## config.mk

```make
export PLATFORM = sky130hd
export DESIGN_NAME = rtc_cascade_timer
export DESIGN_NICKNAME = d
export VERILOG_FILES = /design/src/rtl/rtct_pkg.sv /design/src/rtl/byte_counter.sv /design/src/rtl/calendar_core.sv /design/src/rtl/rtc_cascade_timer.sv
export SDC_FILE = /design/constraint.sdc
export NUM_CORES = 1
export LEC_CHECK = 0
export ABC_AREA = 1
export ABC_CLOCK_PERIOD_IN_PS = 7760
export BUFFER_PORTS_ARGS = -buffer_cell sky130_fd_sc_hd__buf_2
export CAP_MARGIN = 20
export CORE_MARGIN = 10
export CORE_UTILIZATION = 40
export DETAILED_ROUTE_END_ITERATION = 6
export PLACE_DENSITY_LB_ADDON = 0.1
export SYNTH_ARGS = -nofsm -noshare
export SYNTH_HDL_FRONTEND = slang
export SYNTH_HIERARCHICAL = 1
export SYNTH_SLANG_ARGS = --single-unit
```

## constraint.sdc

```tcl
create_clock -name clk -period 7.76 [get_ports clk]
set_input_delay 0.776 -clock clk [delete_from_list [all_inputs] [get_ports clk]]
set_output_delay 0.776 -clock clk [all_outputs]
set_load 0.005 [all_outputs]
```

## src/rtl/rtct_pkg.sv

```systemverilog
package rtct_pkg;

    localparam int BYTE_W = 8;
    localparam int YEAR_W = 2 * BYTE_W;

    typedef struct packed {
        logic [BYTE_W-1:0] sec;
        logic [BYTE_W-1:0] min;
        logic [BYTE_W-1:0] hour;
        logic [BYTE_W-1:0] dow;
        logic [BYTE_W-1:0] day;
        logic [BYTE_W-1:0] mon;
        logic [YEAR_W-1:0] year;
    } cal_t;

    typedef enum logic [3:0] {
        A_CTRL  = 4'd0,
        A_CNTA  = 4'd1,
        A_CNTB  = 4'd2,
        A_SEC   = 4'd3,
        A_MIN   = 4'd4,
        A_HOUR  = 4'd5,
        A_DOW   = 4'd6,
        A_DAY   = 4'd7,
        A_MON   = 4'd8,
        A_YEARL = 4'd9,
        A_YEARH = 4'd10
    } reg_addr_e;

    // Write strobe indices into the calendar
    localparam int W_SEC   = 0;
    localparam int W_MIN   = 1;
    localparam int W_HOUR  = 2;
    localparam int W_DOW   = 3;
    localparam int W_DAY   = 4;
    localparam int W_MON   = 5;
    localparam int W_YEARL = 6;
    localparam int W_YEARH = 7;
    localparam int N_WR    = 8;

    function automatic logic leap_year(input logic [YEAR_W-1:0] y);
        logic by4, by100, by400;
        by4   = (y[1:0] == 2'b00);
        by100 = ((y % 16'd100) == 16'd0);
        by400 = ((y % 16'd400) == 16'd0);
        return by4 && (!by100 || by400);
    endfunction

    function automatic logic [BYTE_W-1:0] month_len(input logic [BYTE_W-1:0] m,
                                                    input logic [YEAR_W-1:0] y);
        logic [BYTE_W-1:0] n;
        case (m)
            8'd2:                    n = leap_year(y) ? 8'd29 : 8'd28;
            8'd4, 8'd6, 8'd9, 8'd11: n = 8'd30;
            default:                 n = 8'd31;
        endcase
        return n;
    endfunction

endpackage

```

## src/rtl/byte_counter.sv

```systemverilog
module byte_counter #(
    parameter int W = 8
) (
    input  logic         clk,
    input  logic         rst_n,
    input  logic         inc_i,
    input  logic         ld_i,
    input  logic [W-1:0] ld_val_i,
    output logic [W-1:0] cnt_o,
    output logic         wrap_o
);
    localparam logic [W-1:0] CNT_MAX = {W{1'b1}};

    typedef struct packed {
        logic [W-1:0] cnt;
    } st_t;

    st_t st_d, st_q;

    always_comb begin
        st_d = st_q;
        if (ld_i) begin
            st_d.cnt = ld_val_i;
        end else if (inc_i) begin
            st_d.cnt = st_q.cnt + 1'b1;
        end
    end

    always_ff @(posedge clk) begin
        if (!rst_n) begin
            st_q <= '0;
        end else begin
            st_q <= st_d;
        end
    end

    assign cnt_o  = st_q.cnt;
    assign wrap_o = inc_i && !ld_i && (st_q.cnt == CNT_MAX);

    a_r3_wrap_to_zero: assert property (@(posedge clk) disable iff (!rst_n)
        (inc_i && !ld_i && st_q.cnt == CNT_MAX) |=> (cnt_o == '0));

    a_r10_load_wins: assert property (@(posedge clk) disable iff (!rst_n)
        ld_i |=> (cnt_o == $past(ld_val_i)));

endmodule

```

## src/rtl/calendar_core.sv

```systemverilog
module calendar_core
    import rtct_pkg::*;
#(
    parameter logic [YEAR_W-1:0] START_YEAR = 16'd2000
) (
    input  logic                 clk,
    input  logic                 rst_n,
    input  logic                 adv_i,
    input  logic [N_WR-1:0]      wr_i,
    input  logic [BYTE_W-1:0]    wdata_i,
    output cal_t                 cal_o,
    output logic                 min_step_o
);
    localparam logic [BYTE_W-1:0] SEC_LAST  = 8'd59;
    localparam logic [BYTE_W-1:0] MIN_LAST  = 8'd59;
    localparam logic [BYTE_W-1:0] HOUR_LAST = 8'd23;
    localparam logic [BYTE_W-1:0] DOW_LAST  = 8'd6;
    localparam logic [BYTE_W-1:0] MON_LAST  = 8'd12;

    cal_t st_d, st_q;

    logic              sec_wrap, min_wrap, hour_wrap, day_wrap, mon_wrap;
    logic [BYTE_W-1:0] dim;

    always_comb begin
        dim       = month_len(st_q.mon, st_q.year);
        sec_wrap  = adv_i && (st_q.sec >= SEC_LAST);
        min_wrap  = sec_wrap && (st_q.min >= MIN_LAST);
        hour_wrap = min_wrap && (st_q.hour >= HOUR_LAST);
        day_wrap  = hour_wrap && (st_q.day >= dim);
        mon_wrap  = day_wrap && (st_q.mon >= MON_LAST);

        st_d = st_q;
        if (adv_i) begin
            st_d.sec = sec_wrap ? '0 : st_q.sec + 1'b1;
        end
        if (sec_wrap) begin
            st_d.min = min_wrap ? '0 : st_q.min + 1'b1;
        end
        if (min_wrap) begin
            st_d.hour = hour_wrap ? '0 : st_q.hour + 1'b1;
        end
        if (hour_wrap) begin
            st_d.dow = (st_q.dow >= DOW_LAST) ? '0 : st_q.dow + 1'b1;
            st_d.day = day_wrap ? 8'd1 : st_q.day + 1'b1;
        end
        if (day_wrap) begin
            st_d.mon = mon_wrap ? 8'd1 : st_q.mon + 1'b1;
        end
        if (mon_wrap) begin
            st_d.year = st_q.year + 1'b1;
        end

        // Bus writes override any advance of the same field
        if (wr_i[W_SEC])   st_d.sec  = wdata_i;
        if (wr_i[W_MIN])   st_d.min  = wdata_i;
        if (wr_i[W_HOUR])  st_d.hour = wdata_i;
        if (wr_i[W_DOW])   st_d.dow  = wdata_i;
        if (wr_i[W_DAY])   st_d.day  = wdata_i;
        if (wr_i[W_MON])   st_d.mon  = wdata_i;
        if (wr_i[W_YEARL]) st_d.year[BYTE_W-1:0]      = wdata_i;
        if (wr_i[W_YEARH]) st_d.year[YEAR_W-1:BYTE_W] = wdata_i;
    end

    always_ff @(posedge clk) begin
        if (!rst_n) begin
            st_q.sec  <= '0;
            st_q.min  <= '0;
            st_q.hour <= '0;
            st_q.dow  <= '0;
            st_q.day  <= 8'd1;
            st_q.mon  <= 8'd1;
            st_q.year <= START_YEAR;
        end else begin
            st_q <= st_d;
        end
    end

    assign cal_o      = st_q;
    assign min_step_o = sec_wrap;

    a_r5_sec_carry: assert property (@(posedge clk) disable iff (!rst_n)
        (adv_i && wr_i == '0 && cal_o.sec == SEC_LAST && cal_o.min < MIN_LAST)
        |=> (cal_o.sec == '0 && cal_o.min == $past(cal_o.min) + 1'b1));

    a_r6_dow_cycle: assert property (@(posedge clk) disable iff (!rst_n)
        (adv_i && wr_i == '0 && cal_o.sec == SEC_LAST && cal_o.min == MIN_LAST
         && cal_o.hour == HOUR_LAST && cal_o.dow == DOW_LAST) |=> (cal_o.dow == '0));

    a_r9_year_step: assert property (@(posedge clk) disable iff (!rst_n)
        (adv_i && wr_i == '0 && cal_o.sec == SEC_LAST && cal_o.min == MIN_LAST
         && cal_o.hour == HOUR_LAST && cal_o.day == 8'd31 && cal_o.mon == MON_LAST)
        |=> (cal_o.year == $past(cal_o.year) + 1'b1 && cal_o.mon == 8'd1 && cal_o.day == 8'd1));

    a_r13_hold_idle: assert property (@(posedge clk) disable iff (!rst_n)
        (!adv_i && wr_i == '0) |=> $stable(cal_o));

endmodule

```

## src/rtl/rtc_cascade_timer.sv

```systemverilog
module rtc_cascade_timer
    import rtct_pkg::*;
#(
    parameter int                ADDR_W     = 4,
    parameter logic [YEAR_W-1:0] START_YEAR = 16'd2000
) (
    input  logic              clk,
    input  logic              rst_n,
    input  logic              tick_a_i,
    input  logic              tick_b_i,
    input  logic              sec_tick_i,
    input  logic [ADDR_W-1:0] bus_addr_i,
    input  logic [BYTE_W-1:0] bus_wdata_i,
    input  logic              bus_we_i,
    output logic [BYTE_W-1:0] bus_rdata_o,
    output logic              irq_o
);
    localparam int N_CNT   = 2;
    localparam int B_CAL   = 0;
    localparam int B_CHAIN = 1;
    localparam int B_IEN   = 2;
    localparam int B_FLAG  = 3;

    typedef struct packed {
        logic cal_en;
        logic chain;
        logic irq_en;
        logic flag;
    } ctl_t;

    ctl_t ctl_d, ctl_q;

    logic [N_CNT-1:0]  cnt_inc, cnt_ld, cnt_wrap;
    logic [BYTE_W-1:0] cnt_val [N_CNT];
    logic [N_WR-1:0]   cal_wr;
    logic              ctl_wr, set_evt, min_step;
    cal_t              cal;

    // Address decode
    always_comb begin
        ctl_wr    = bus_we_i && (bus_addr_i == ADDR_W'(A_CTRL));
        cnt_ld[0] = bus_we_i && (bus_addr_i == ADDR_W'(A_CNTA));
        cnt_ld[1] = bus_we_i && (bus_addr_i == ADDR_W'(A_CNTB));
        cal_wr    = '0;
        if (bus_we_i) begin
            case (bus_addr_i)
                ADDR_W'(A_SEC):   cal_wr[W_SEC]   = 1'b1;
                ADDR_W'(A_MIN):   cal_wr[W_MIN]   = 1'b1;
                ADDR_W'(A_HOUR):  cal_wr[W_HOUR]  = 1'b1;
                ADDR_W'(A_DOW):   cal_wr[W_DOW]   = 1'b1;
                ADDR_W'(A_DAY):   cal_wr[W_DAY]   = 1'b1;
                ADDR_W'(A_MON):   cal_wr[W_MON]   = 1'b1;
                ADDR_W'(A_YEARL): cal_wr[W_YEARL] = 1'b1;
                ADDR_W'(A_YEARH): cal_wr[W_YEARH] = 1'b1;
                default:          cal_wr          = '0;
            endcase
        end
    end

    // Counter enables: B follows A's wrap when chained
    assign cnt_inc[0] = tick_a_i;
    assign cnt_inc[1] = ctl_q.chain ? cnt_wrap[0] : tick_b_i;

    for (genvar g = 0; g < N_CNT; g++) begin : g_cnt
        byte_counter #(.W(BYTE_W)) i_cnt (
            .clk      (clk),
            .rst_n    (rst_n),
            .inc_i    (cnt_inc[g]),
            .ld_i     (cnt_ld[g]),
            .ld_val_i (bus_wdata_i),
            .cnt_o    (cnt_val[g]),
            .wrap_o   (cnt_wrap[g])
        );
    end

    calendar_core #(.START_YEAR(START_YEAR)) i_cal (
        .clk        (clk),
        .rst_n      (rst_n),
        .adv_i      (ctl_q.cal_en && sec_tick_i),
        .wr_i       (cal_wr),
        .wdata_i    (bus_wdata_i),
        .cal_o      (cal),
        .min_step_o (min_step)
    );

    // Interrupt event selection
    always_comb begin
        if (ctl_q.cal_en) begin
            set_evt = min_step;
        end else if (ctl_q.chain) begin
            set_evt = cnt_wrap[1];
        end else begin
            set_evt = cnt_wrap[0];
        end
    end

    always_comb begin
        ctl_d = ctl_q;
        if (ctl_wr) begin
            ctl_d.cal_en = bus_wdata_i[B_CAL];
            ctl_d.chain  = bus_wdata_i[B_CHAIN];
            ctl_d.irq_en = bus_wdata_i[B_IEN];
            if (!bus_wdata_i[B_FLAG]) begin
                ctl_d.flag = 1'b0;
            end
        end
        if (set_evt) begin
            ctl_d.flag = 1'b1;
        end
    end

    always_ff @(posedge clk) begin
        if (!rst_n) begin
            ctl_q <= '0;
        end else begin
            ctl_q <= ctl_d;
        end
    end

    // Read mux
    always_comb begin
        bus_rdata_o = '0;
        case (bus_addr_i)
            ADDR_W'(A_CTRL):  bus_rdata_o = {4'b0, ctl_q.flag, ctl_q.irq_en, ctl_q.chain, ctl_q.cal_en};
            ADDR_W'(A_CNTA):  bus_rdata_o = cnt_val[0];
            ADDR_W'(A_CNTB):  bus_rdata_o = cnt_val[1];
            ADDR_W'(A_SEC):   bus_rdata_o = cal.sec;
            ADDR_W'(A_MIN):   bus_rdata_o = cal.min;
            ADDR_W'(A_HOUR):  bus_rdata_o = cal.hour;
            ADDR_W'(A_DOW):   bus_rdata_o = cal.dow;
            ADDR_W'(A_DAY):   bus_rdata_o = cal.day;
            ADDR_W'(A_MON):   bus_rdata_o = cal.mon;
            ADDR_W'(A_YEARL): bus_rdata_o = cal.year[BYTE_W-1:0];
            ADDR_W'(A_YEARH): bus_rdata_o = cal.year[YEAR_W-1:BYTE_W];
            default:          bus_rdata_o = '0;
        endcase
    end

    assign irq_o = ctl_q.flag && ctl_q.irq_en;

    a_r11_flag_sets: assert property (@(posedge clk) disable iff (!rst_n)
        set_evt |=> ctl_q.flag);

    a_r12_flag_clears: assert property (@(posedge clk) disable iff (!rst_n)
        (ctl_wr && !bus_wdata_i[B_FLAG] && !set_evt) |=> !ctl_q.flag);

    a_r4_chain_step: assert property (@(posedge clk) disable iff (!rst_n)
        (ctl_q.chain && !cnt_wrap[0] && !cnt_ld[1]) |=> $stable(cnt_val[1]));

    a_r11_irq_gate: assert property (@(posedge clk) disable iff (!rst_n)
        irq_o |-> (ctl_q.irq_en && ctl_q.flag));

endmodule

```

-- Yosys cells after proc, flatten, opt, wreduce, memory -nomap -nowiden
Cells that the tools add are included.
- register bits: 84
- input port bits: 18
- word-level logic and storage cells: 127
- $add $sub $neg: 9
- divide/modulo/power cells: 2
- magnitude comparators: 6
- equal/unequal tests: 18
- mux-type cells: 42
- reduce and logical (&&, ||, !) cells: 36
- operator list (cell ; count):
    2-to-1 mux 8 bit ; 23
    case mux 8 bit (11 select lines) ; 1
    adder 8 x 1 -> 8 bit (second input constant) ; 8
    zero test 16 bit ; 2
    2-to-1 mux 16 bit ; 2
    nonzero test 2 bit ; 11
    adder 16 x 1 -> 16 bit (second input constant) ; 1
    equality test 4 x 3 -> 1 bit (second input constant) ; 4
    equality test 8 x 3 -> 1 bit (second input constant) ; 2
    equality test 8 x 4 -> 1 bit (second input constant) ; 2
    equality test 8 bit (second input constant) ; 2
    greater-or-equal comparator 8 x 6 -> 1 bit (second input constant) ; 2
    modulo 16 x 7 -> 16 bit (second input constant) ; 1
    modulo 16 x 9 -> 16 bit (second input constant) ; 1
    case mux 8 bit (2 select lines) ; 1
    logical AND 1 bit ; 15
    2-to-1 mux 1 bit ; 15
    equality test 4 bit (second input constant) ; 3
    equality test 4 x 2 -> 1 bit (second input constant) ; 2
    equality test 8 x 2 -> 1 bit (second input constant) ; 1
    greater-or-equal comparator 8 x 3 -> 1 bit (second input constant) ; 1
    greater-or-equal comparator 8 x 4 -> 1 bit (second input constant) ; 1
    greater-or-equal comparator 8 x 5 -> 1 bit (second input constant) ; 1
    greater-or-equal comparator 8 bit ; 1
    8 further kinds ; 10

-- Longest topological paths before layout
- depth after elaboration: 13
- gate-level depth with buffers: 67
- gate-level depth less buffers: 66

-- Hierarchy
Netlist, hierarchy kept.
- modules (own cells, without submodules) (module ; instances ; cells an instance ; area an instance (sq um) ; sequential area each (sq um)):
    calendar_core ; 1 ; 822 ; 5171.2 ; 1281.2
    rtc_cascade_timer ; 1 ; 233 ; 1107.3 ; 80.1
    byte_counter ; 2 ; 71 ; 520.5 ; 160.2

-- Least setup slack after synthesis
Ideal clock, no wire load.
- path type: register to register
- start point: register i_cal.st_q, in the netlist i_cal/cal_o[15]
- end point: register i_cal.st_q, in the netlist i_cal/cal_o[11]
- library setup time: 0.071 ns
- arrival: 5.993 ns
- data required time: 7.689 ns
- setup slack: 1.696 ns
- stages on the path, launching flop included: 58
- buffers on the path: 2
- cells stage by stage: dfxtp_1 > buf_6 > inv_4 > o21ai_4 > nand3_2 > nand2_4 > nand2_4 > nand2_2 > nand2_2 > nor2_2 > nand2_2 > nand2_2 > nand2_2 > nand2_4 > nand2_4 > nand2_4 > nand2_2 > nand2_1 > [... 22 more ...] > nand3_1 > o21ai_0 > nand3_1 > a21oi_1 > nand3_1 > nand2_1 > a21oi_1 > ha_1 > o21ai_0 > a211oi_1 > nor4_1 > nor2_1 > nand2_1 > inv_1 > clkbuf_1 > nand3_1 > xor2_1 > a21oi_1
- cells in the longest elaborated chain, start to end: 11
- ends and longest elaborated chain (what ; line ; source):
    start: declaration ; calendar_core.sv:20 ; cal_t st_d, st_q;
    start signal: assignment ; calendar_core.sv:75 ; st_q <= st_d;
    modulo 16 x 7 -> 16 bit ; rtct_pkg.sv:44 ; by100 = ((y % 16'd100) == 16'd0);
    zero test 16 bit ; rtct_pkg.sv:44 ;
    zero test 1 bit ; rtct_pkg.sv:46 ; return by4 && (!by100 || by400);
    logical OR 1 bit * ; rtct_pkg.sv:46 ;
    logical AND 1 bit * ; rtct_pkg.sv:46 ;
    2-to-1 mux 1 bit * ; rtct_pkg.sv:53 ; 8'd2: n = leap_year(y) ? 8'd29 : 8'd28;
    case mux 8 bit (2 select lines) * ; rtct_pkg.sv:52 ; case (m)
    greater-or-equal comparator 8 bit * ; calendar_core.sv:30 ; day_wrap = hour_wrap && (st_q.day >= dim);
    logical AND 1 bit * ; calendar_core.sv:30 ;
    logical AND 1 bit * ; calendar_core.sv:31 ; mon_wrap = day_wrap && (st_q.mon >= MON_LAST);
    nonzero test 2 bit (no source line) * ; - ;
Every way passes the cells marked *; elsewhere a longest branch is shown, timed or not.
A chain may end at the register's enable or synchronous reset.

-- Final worst setup path
- start point: register i_cal.st_q, in the netlist i_cal/cal_o[13]
- end point: register i_cal.st_q, in the netlist i_cal/cal_o[12]
The elaborated chain is that of the path after synthesis.

==> flow_summary.toml <==
[grt]
first_global_vias = 6824
grt_start_max_net_pins = 54
groute.usage.overall = 0.187
grt_overflow_total = 0
antenna_violations_before_repair = 0
grt_pass1_wl_mm = 36.7

[cells_and_area]
layout.cells.non_filler = 1444
layout.cells.most_common = "sky130_fd_sc_hd__nand2_1"
flow.area_growth_from_synthesis_pct = 9.08
nNetsFinal = 1244
antenna_cells_inserted = 0
nFillCells = 1932
drive_gt1_frac = 0.137
final_cell_mix = "sky130_fd_sc_hd__nand2_1, sky130_fd_sc_hd__nand3_1, sky130_fd_sc_hd__inv_1"

[synth]
ys_dominant_reg_cell = "sky130_fd_sc_hd__dfxtp_1"
synth.area.mux_share = 0
syn-mean-instance-area_um2 = 6.11
synth_compound_gate_area_share = 0.133
synthSimpleGateAreaFrac = 0.475
synth_seq_cells = 84
synth_largest_area_cell = "sky130_fd_sc_hd__dfxtp_1"
syn_inst = 1197
sequential_area_share_after_synthesis = 0.230
number_of_enable_type_register_cells_in_the_synthesized_netlist = 0
post_synth_instance_area_um2 = 7320
synth_warnings = 6
post-synth-top-area-fraction = 0.230
post_synth_fa_ha_maj_area_fraction = 0.0274
synth_xor_area_frac = 0.0299
synth_top_family_by_area = "simple AND/OR/NAND/NOR gates"
syn-num-nets = 1231
async_reset_ff_frac = 0
synth_cell_type_count = 51
synthTopCellsByArea = "sky130_fd_sc_hd__dfxtp_1, sky130_fd_sc_hd__nand2_1, sky130_fd_sc_hd__nand3_1, sky130_fd_sc_hd__inv_1, sky130_fd_sc_hd__nor2_1"

[pwr]
power_density_nw_per_um2 = 178
power_frac_comb = 0.329
switching_power_of_the_nets_w = 0.000516
pwr-share-clk = 0.353
p_leak_nw = 3.59
vdd_drop_max_mv = 0.141
total_power_w = 0.00142
p_int_w = 0.000905
switching_share = 0.363
power.share.sequential = 0.318

[route]
drt-pass1-iter-count = 6
drt-total-wl_mm = 23.0
drtIter0Drc = 552
vias_per_inst = 5.28
route.vias.total = 7625
routedWlPerCell_um = 15.9
ant_nets = 0
route.detailed.drc = 0

[clocking]
cts_sinks = 84
cts_tree = "done"
clk-insertion-delay-late_ns = 0.35
cts_made_buffers = 9
clock_path_buffers = 2
cts_max_level = 3
cts_root_buf = "sky130_fd_sc_hd__clkbuf_16"
clk_transition_reported_paths_ns = 0.06

[floorplanning]
initial_core_util = 0.407
die_height_um = 155
ios = 27
floorplan.rows = 49
fp.dieArea_um2 = 24100
core_area_um2 = 18000
die_width_um = 155

[setup_path]
timing.reg2reg.worst_path_depth = 57
crit_path_end_kind = "flip-flop"
worst-r2r-setup-slack_ns = 0.90
capture_instance_of_the_worst_register_to_register_path = "i_cal/cal_o[12]"
crit_path_max_incr_delay_ns = 0.48
worst_path_most_repeated_cell = "sky130_fd_sc_hd__nand2_2"
path_max_fanout = 10
cp_data_required_time_ns = 7.99
critPathKind = "reg2reg"
regToRegStartpoint = "i_cal/cal_o[13]"
timing.critical_path.arrival_ns = 7.09
worst_path_max_delay_cell = "sky130_fd_sc_hd__dfxtp_1"
critPathLaunchType = "flip-flop"
critPathCapture = "i_cal/cal_o[12]"
critPathLaunch = "i_cal/cal_o[13]"

[sta]
period_minus_slack_ns = 6.86
final_slew_violations = 0
final_min_period_over_clock_period = 0.884
timing.max_slew.rel_slack = 0.286
rsz0062_at_grt = "false"
fmaxAchievable_mhz = 146
number_of_setup_violations_in_the_final_report = 0
setup_tns_ns = 0
fin_worst_skew_ns = 0.00712
worst_max_slew_pin_slew_ns = 1.07
hold_viol_final = 0

[placement]
place_inst = 1425
gp_congestion = 0.887
total_half_perimeter_wirelength_after_legalization_and_detailed_placement_mm = 16.7
place.port_buffers = 26

[run]
cap_viol_max_count = 0

[min_path]
worst_hold_path_type = "reg2reg"

[outcome]
outcome = "finished clean"
[how the worst min path moves through the flow]
stage / slack, ns / endpoint / start / cells after the start
floorplan: 0.44 / ctl_q[1] / ctl_q[1] / 2
finish: 0.48 / i_cal/cal_o[20] / i_cal/cal_o[20] / 2
detailed placement: 0.47 / ctl_q[1] / ctl_q[1] / 2
global route: 0.50 / ctl_q[1] / ctl_q[1] / 2
global placement: 0.47 / i_cal/cal_o[36] / i_cal/cal_o[36] / 2
CTS: 0.48 / i_cal/cal_o[20] / i_cal/cal_o[20] / 2
[layer usage]
layer / wire [µm] / global-route usage
met2: 10500 / 0.297
met5: 0 / 0
met1: 11100 / 0.259
met4: 332 / 0.0486
met3: 960 / 0.0278
[flip-flops by register name, summed over array words and instances, names as in the netlist]
name	cells
i_cal/cal_o	64
g_cnt.i_cnt/cnt_o	16
ctl_q	4
[final cells by class]
class	count	area, µm²	area share
Tap cell	229	287	0.0359
Clock buffer	11	233	0.0291
Timing Repair Buffer	40	243	0.0304
Inverter	144	557	0.0697
Clock inverter	5	100	0.0125
Multi-Input combinational cell	931	4880	0.611
Sequential cell	84	1690	0.211
[timing repair]
action,in CTS,in global routing
resized for setup,0,7
hold endpoints to repair,0,0
hold buffers,0,0
setup endpoints to repair,0,15
setup buffers,0,2
[power by group through the flow]
stage / logic (W) / registers (W) / clock network (W)
detailed placement: 0.000466 / 0.000462 / 0
global placement: 0.000469 / 0.000462 / 0
finish: 0.000467 / 0.000452 / 0.000502
global route: 0.000537 / 0.000454 / 0.000528
CTS: 0.000468 / 0.000452 / 0.000507
floorplan: 0.000381 / 0.000456 / 0
[kinds of logic (layout without fill, tap and decap cells)]
group           count (synthesis)  in the layout
flops                          84             84
fa+ha+maj                      16             16
compound gates                162            162
simple gates                  728            728
xor+xnor                       25             25
buf+inv                       182            200
[worst max-delay path, delay by kind of cell (launching register included)]
| family | cells | cell delay (ns) |
|---|---|---|
| and+or+nand+nor | 45 | 4.56 |
| AOI/OAI and AO/OA | 6 | 0.75 |
| buffers and inverters | 4 | 0.48 |
| DFF | 1 | 0.48 |
| adders and majority gates | 1 | 0.27 |
| xor gates and xnor gates | 1 | 0.18 |
[cells in the mapped netlist, types with 3 or more instances]
master and n:
sky130_fd_sc_hd__ha_1 16, sky130_fd_sc_hd__nor2_4 10, sky130_fd_sc_hd__nand3_2 13, sky130_fd_sc_hd__dfxtp_1 84, sky130_fd_sc_hd__nand2_1 344, sky130_fd_sc_hd__nor4_1 11, sky130_fd_sc_hd__nand4_1 19, sky130_fd_sc_hd__buf_4 6
sky130_fd_sc_hd__inv_1 121, sky130_fd_sc_hd__xnor2_1 6, sky130_fd_sc_hd__xor2_1 19, sky130_fd_sc_hd__a31oi_1 19, sky130_fd_sc_hd__nor2_1 93, sky130_fd_sc_hd__o21bai_1 3, sky130_fd_sc_hd__a22oi_1 11, sky130_fd_sc_hd__nand2_2 32
sky130_fd_sc_hd__clkinv_1 5, sky130_fd_sc_hd__nand2_4 15, sky130_fd_sc_hd__o21ai_1 9, sky130_fd_sc_hd__clkbuf_1 16, sky130_fd_sc_hd__nand3_1 153, sky130_fd_sc_hd__a21oi_1 55, sky130_fd_sc_hd__nor2_2 6, sky130_fd_sc_hd__o211ai_1 14
sky130_fd_sc_hd__inv_2 15, sky130_fd_sc_hd__buf_6 5, sky130_fd_sc_hd__buf_1 4, sky130_fd_sc_hd__a221oi_1 6, sky130_fd_sc_hd__nor3_1 21, sky130_fd_sc_hd__o21ai_0 33, sky130_fd_sc_hd__buf_2 6
[metrics by stage]
stage          utilization  hold WS, ns  worst slack, ns  area (µm²)
2_1_floorplan            -        0.436             1.70        7320
3_3_place_gp         0.423        0.470            0.719        7610
3_5_place_dp         0.423        0.472            0.651        7610
4_1_cts              0.442        0.481            0.609        7940
5_1_grt              0.444        0.499          0.00357        7980
6_report             0.444        0.481            0.898        7980
No activity file was read; power rests on OpenSTA's default activity.
